**config.mk**
```make
export PLATFORM = sky130hd
export DESIGN_NAME = pgbuf_ctrl
export DESIGN_NICKNAME = d
export VERILOG_FILES = /design/src/rtl/pgbuf_pkg.sv /design/src/rtl/pgbuf_occupancy.sv /design/src/rtl/pgbuf_hdr_fetch.sv /design/src/rtl/pgbuf_status.sv /design/src/rtl/pgbuf_ctrl.sv
export SDC_FILE = /design/constraint.sdc
export NUM_CORES = 1
export LEC_CHECK = 0
export ABC_AREA = 1
export BUFFER_PORTS_ARGS = -buffer_cell sky130_fd_sc_hd__buf_2
export CAP_MARGIN = 15
export CORE_MARGIN = 2
export CORE_UTILIZATION = 44
export CTS_CLUSTER_SIZE = 12
export DETAILED_ROUTE_END_ITERATION = 6
export PLACE_DENSITY = 0.8
export REMOVE_ABC_BUFFERS = 1
export SLEW_MARGIN = 40
export SYNTH_ARGS = -nofsm -noshare
export SYNTH_HDL_FRONTEND = slang
export SYNTH_HIERARCHICAL = 1
export SYNTH_SLANG_ARGS = --single-unit
```
**constraint.sdc**
```tcl
create_clock -name clk -period 1.8 [get_ports clk]
set_input_delay 0.36 -clock clk [delete_from_list [all_inputs] [get_ports clk]]
set_output_delay 0.36 -clock clk [all_outputs]
set_load 0.01 [all_outputs]
```
**src/rtl/pgbuf_pkg.sv**
```systemverilog
package pgbuf_pkg;
    localparam int PG_PTR_W  = 6;               // 64 pages in the ring
    localparam int PG_WC_W   = 6;               // word-count field in a header
    localparam int PG_LANE_W = 8;               // byte lane per pointer in status
    localparam int PG_STAT_W = 2 * PG_LANE_W;

    typedef logic [PG_PTR_W-1:0] page_t;

    typedef struct packed {
        page_t fill;
        page_t drain;
    } ptr_st_t;

    typedef struct packed {
        logic               pend;
        logic               ready;
        logic [PG_WC_W-1:0] wc;
    } fetch_st_t;
endpackage

```
**src/rtl/pgbuf_occupancy.sv**
```systemverilog
module pgbuf_occupancy
    import pgbuf_pkg::*;
(
    input  page_t fill_i,
    input  page_t drain_i,
    output logic  empty_o,
    output logic  full_o
);
    page_t drain_nx;

    always_comb begin
        drain_nx = drain_i + page_t'(1);
        empty_o  = (fill_i == drain_nx);
        full_o   = (fill_i == drain_i);
    end
endmodule

```
**src/rtl/pgbuf_hdr_fetch.sv**
```systemverilog
module pgbuf_hdr_fetch
    import pgbuf_pkg::*;
#(
    parameter int DATA_W = 16
) (
    input  logic               clk,
    input  logic               rst_n,
    input  logic               start_i,
    input  logic [DATA_W-1:0]  rd_data_i,
    output logic               pend_o,
    output logic               ready_o,
    output logic [PG_WC_W-1:0] wc_o
);
    fetch_st_t st_d, st_q;

    always_comb begin
        st_d = st_q;
        if (st_q.pend) begin
            st_d.pend  = 1'b0;
            st_d.ready = 1'b1;
            st_d.wc    = rd_data_i[PG_WC_W-1:0];
        end else if (start_i) begin
            st_d.pend  = 1'b1;
            st_d.ready = 1'b0;
        end
    end

    always_ff @(posedge clk) begin
        if (!rst_n) st_q <= '0;
        else        st_q <= st_d;
    end

    assign pend_o  = st_q.pend;
    assign ready_o = st_q.ready;
    assign wc_o    = st_q.wc;
endmodule

```
**src/rtl/pgbuf_status.sv**
```systemverilog
module pgbuf_status
    import pgbuf_pkg::*;
#(
    parameter int OFS_W = 7
) (
    input  page_t                       fill_i,
    input  page_t                       drain_i,
    input  logic                        test_mode_i,
    output logic [PG_STAT_W-1:0]        status_o,
    output logic [PG_PTR_W+OFS_W-1:0]   wr_base_o,
    output logic [PG_PTR_W+OFS_W-1:0]   tm_addr_o
);
    localparam int ADDR_W = PG_PTR_W + OFS_W;

    page_t lane_src [2];
    assign lane_src[0] = fill_i;
    assign lane_src[1] = drain_i;

    for (genvar g = 0; g < 2; g++) begin : g_lane
        assign status_o[g*PG_LANE_W +: PG_LANE_W] =
            {{(PG_LANE_W-PG_PTR_W){1'b0}}, lane_src[g]};
    end

    always_comb begin
        wr_base_o = {fill_i, {OFS_W{1'b0}}};
        tm_addr_o = test_mode_i ? {drain_i, {OFS_W{1'b0}}} : {ADDR_W{1'b0}};
    end
endmodule

```
**src/rtl/pgbuf_ctrl.sv**
```systemverilog
module pgbuf_ctrl
    import pgbuf_pkg::*;
#(
    parameter int OFS_W  = 7,
    parameter int DATA_W = 16,
    localparam int ADDR_W = PG_PTR_W + OFS_W
) (
    input  logic                 clk,
    input  logic                 rst_n,
    input  logic                 evt_done_i,
    input  logic                 conv_busy_i,
    input  logic                 lne_i,
    input  logic                 test_mode_i,
    input  logic                 tm_wr_i,
    input  logic [PG_PTR_W-1:0]  tm_ptr_i,
    input  logic [DATA_W-1:0]    mem_rd_data_i,
    output logic                 mem_rd_en_o,
    output logic [ADDR_W-1:0]    mem_addr_o,
    output logic [ADDR_W-1:0]    wr_base_o,
    output logic                 busy_o,
    output logic                 any_evt_o,
    output logic                 sparse_o,
    output logic [PG_WC_W-1:0]   wc_o,
    output logic                 wc_ready_o,
    output logic [PG_STAT_W-1:0] ptr_status_o,
    output logic [ADDR_W-1:0]    tm_addr_o
);
    ptr_st_t ptr_d, ptr_q;
    logic    empty, full, pend, lne_ok, evt_ok;
    page_t   drain_nx;

    pgbuf_occupancy u_occ (
        .fill_i  (ptr_q.fill),
        .drain_i (ptr_q.drain),
        .empty_o (empty),
        .full_o  (full)
    );

    pgbuf_hdr_fetch #(.DATA_W(DATA_W)) u_fetch (
        .clk       (clk),
        .rst_n     (rst_n),
        .start_i   (lne_ok),
        .rd_data_i (mem_rd_data_i),
        .pend_o    (pend),
        .ready_o   (wc_ready_o),
        .wc_o      (wc_o)
    );

    pgbuf_status #(.OFS_W(OFS_W)) u_stat (
        .fill_i      (ptr_q.fill),
        .drain_i     (ptr_q.drain),
        .test_mode_i (test_mode_i),
        .status_o    (ptr_status_o),
        .wr_base_o   (wr_base_o),
        .tm_addr_o   (tm_addr_o)
    );

    always_comb begin
        ptr_d    = ptr_q;
        drain_nx = ptr_q.drain + page_t'(1);
        lne_ok   = lne_i & ~pend;
        evt_ok   = evt_done_i & ~full;
        if (evt_ok)
            ptr_d.fill = ptr_q.fill + page_t'(1);
        if (lne_ok)
            ptr_d.drain = drain_nx;
        else if (test_mode_i && tm_wr_i)
            ptr_d.drain = tm_ptr_i;
    end

    always_ff @(posedge clk) begin
        if (!rst_n) begin
            ptr_q.fill  <= '0;
            ptr_q.drain <= '1;
        end else begin
            ptr_q <= ptr_d;
        end
    end

    assign mem_rd_en_o = lne_ok;
    assign mem_addr_o  = {drain_nx, {OFS_W{1'b0}}};
    assign busy_o      = conv_busy_i | full;
    assign any_evt_o   = ~empty;
    assign sparse_o    = (wc_o != PG_WC_W'(1));
endmodule

```
==> metrics.sh <==
CORE.ROWCOUNT=22
FIRST_PASS_GRT_WIRE_LENGTH_MICRONS=5450
YS_TOP_CELLS_BY_AREA='sky130_fd_sc_hd__dfxtp_1 24%, sky130_fd_sc_hd__buf_4 20%, sky130_fd_sc_hd__nand2_1 16%, sky130_fd_sc_hd__inv_1 8.3%, sky130_fd_sc_hd__nor2_1 8.0%'
REQUIRED_PS=1440
CLOCKBUFFERDEPTH=2
DRIVE_ABOVE_1_SHARE_PCT=35.5
CTS.SINKS=20
SYNTH_TOP_CELL_AREA_SHARE_PCT=24.5
OUTCOME='completed'
CLK-INSERTION-DELAY-LATE_PS=260
NETLIST_AREA_SQ_UM=1640
WL_PER_CELL_MICRONS=9.75
SEQUENCE_OF_CELLS_ON_THE_CRITICAL_PATH='ha_4, xor2_1, nor2_1, nand3_1, nor2_2, inv_1, buf_2'
NUM_ANTENNA_CELLS=0
GRT_USAGE_PCT=16.0
DRV_CAP=0
TRITONCTS='yes'
FLOORPLAN.INITIALDENSITY_PCT=45.4
PLACE_HPWL_MICRONS=2600
DIE-AREA_SQ_UM=4220
PORTBUFFERS=59
SYN-INSTANCE-COUNT=262
MOST_FREQUENT_STANDARD_CELL_IN_THE_LAYOUT_EXCLUDING_FILL_AND_TAP_CELLS='sky130_fd_sc_hd__nand2_1'
P_LEAK_nW=1.19
DRC_VIOLATIONS=0
LAYOUT_AREA_GROWTH_OVER_SYNTHESIS_PCT=23.0
AVGVIACOUNTPERCELL=4.33
PLACE_INST=355
CLOCKROOTBUFFER='sky130_fd_sc_hd__clkbuf_8'
FP.COREAREA_SQ_UM=3610
SEQ_AREA_FRAC_SYNTH_PCT=24.5
YS_TYPES=26
VDD_DROP_MAX_mV=0.473
MIN_PATH_TYPE='input pin to flop'
NNETSFINAL=352
FIRST_ITER_VIOLATIONS=31
VIA_COUNT_OF_THE_FIRST_GLOBAL_ROUTING_PASS=1281
POST_CTS_HOLD_BUFFER_COUNT=0
TIMING.FMAX_MHz=556
DRT-PASS1-ITER-COUNT=4
FINALNONFILLERCELLS=366
HOLD_VIOLATIONS=0
CTS_HTREE_LEVELS=1
FINALSETUPVIOLATIONS=0
BOUNDARYPINS=95
VIA_COUNT=1586
YS_WARN_COUNT=6
FRACTION_OF_THE_CORE_AREA_COVERED_BY_CELLS_AT_THE_END_OF_THE_FLOW_PCT=55.8
CRITICAL_PATH.STARTPOINT_TYPE='flop'
FIN_SKEW_PS=5.19
CRITICAL_PATH.SLOWEST_CELL='sky130_fd_sc_hd__dfxtp_2'
BUFS_AND_INVS_ON_WORST_PATH=2
DIE_HT_MICRONS=65.0
SYNTHDOMINANTAREACELLTYPE='sky130_fd_sc_hd__dfxtp_1'
YS_FF_LATCH=20
WORSTSETUPENDPOINTTYPE='output pin'
MAX_INCR_DELAY_ON_CP_PS=340
ANTENNA_LEFT=0
CPLARGESTDELAYFAMILY='flip-flops'
CTS_BUFFERS=3
DIE-WIDTH_MICRONS=65.0
SYNTH_AREA_PER_CELL_SQ_UM=6.24
MIN_PERIOD_PS=1800
MOST-COMMON-LAYOUT-CELLS='70 x sky130_fd_sc_hd__nand2_1, 58 x sky130_fd_sc_hd__buf_2, 35 x sky130_fd_sc_hd__inv_1'
NFILLCELLS=366
SLEW_VIOLATIONS=0
PLACE.GP.CONGESTION=0.803
RSZ0062_AT_GRT='yes'
CRITPATHARRIVALTIME_PS=1440
CLKSLEWWORSTSETUPHOLDPATHS_PS=70
POWER_DENSITY_nW_PER_UM2=682
TIMING.SETUP.CRITICAL_PATH_CLASS='flop to output pin'
TIMING.FINAL.CRIT_SHARE_PCT=99.9
GRT_ANTENNA_BEFORE_REPAIR=0
TIMING.CRITICAL_PATH.FANOUT_MAX=2
GLOBALROUTEOVERFLOWTOTAL=0
ROUTE.FINAL.WIRE_LENGTH_MICRONS=3570
GRT_START_MAX_NET_PINS=20
WHS_PS=299
TOTAL_POWER_W=0.00137
## kinds of logic after synthesis
group | share of synthesized area (%)
and+or+nand+nor | 36.9
buffers and inverters | 30.2
DFF | 24.5
AOI/OAI and AO/OA | 2.45
xor gates and xnor gates | 3.21
adders and majority gates | 2.30
other | 0.459
## per-stage QoR
stage | area (sq um) | TNS (ps) | worst slack, ps
2_1_floorplan | 1380 | 0 | 109
3_3_place_gp | 1800 | 0 | 223
3_5_place_dp | 1800 | 0 | 207
4_1_cts | 1900 | -12.3 | -12.3
5_1_grt | 2010 | -127 | -72.2
6_report | 2010 | 0 | 1.77
## repair_timing
item / in CTS / in global routing
endpoints found under the hold margin: 0 / 0
setup endpoints to repair: 4 / 5
setup buffers: 2 / 6
resized for setup: 12 / 17
pin swaps: 6 / 12
## where the power goes
part           total, W  internal (W)  switching (W)  leakage [nW]
sequential     0.000522      0.000478      0.0000440         0.166
combinational  0.000554      0.000246       0.000308          1.00
clock          0.000296      0.000149       0.000147        0.0216
total           0.00137      0.000873       0.000498          1.19
## worst paths after layout
| check | from | end | slack, ps | cells after the start |
|---|---|---|---|---|
| worst max-delay path | ptr_q[0] | any_evt_o | 2 | 7 |
| worst min-delay path | tm_ptr_i[1] | ptr_q[1] | 300 | 3 |
| worst min register to register | u_fetch/ready_o | u_fetch/ready_o | 480 | 2 |
| worst max register to register | ptr_q[0] | ptr_q[11] | 190 | 12 |
## sequential cells by signal (all words and copies together), names as in the netlist
signal,count
u_fetch/wc_o,6
u_fetch/pend_o,1
ptr_q,12
u_fetch/ready_o,1
## tightest hold or removal path, stage by stage
cell,delay [ps]
sky130_fd_sc_hd__buf_2,80
sky130_fd_sc_hd__nand2_1,40
sky130_fd_sc_hd__nand4_1,50
## layout make-up
type / instances / area (sq um) / area share, %
clock buffer: 3 / 41.3 / 2.05
inverter: 40 / 150 / 7.47
multi-input combinational: 179 / 881 / 43.8
sequential: 20 / 422 / 21.0
tap: 48 / 60.1 / 2.99
timing repair buffer: 76 / 457 / 22.7
## metal layers
metal	part of all wire (%)	track usage (%)	vias to the layer above
li1	-	-	832
met1	43	20.0	700
met2	49	27.7	52
met3	6.9	2.95	2
met4	0.92	4.79	0
met5	0	0	-
## synthesized netlist by cell type, drive strengths merged
| library cell | count |
|---|---|
| nand2 | 72 |
| buf | 46 |
| inv | 40 |
| nor2 | 40 |
| dfxtp | 20 |
| nand3 | 14 |
| o21ai | 5 |
| nand4 | 4 |
| a21oi | 3 |
| and2 | 3 |
| ha | 3 |
| xnor2 | 3 |
| xor2 | 3 |
| conb | 2 |
| or2 | 2 |
| nor3 | 1 |
| nor4 | 1 |
Note: power is estimated with default switching activity, not from simulation.
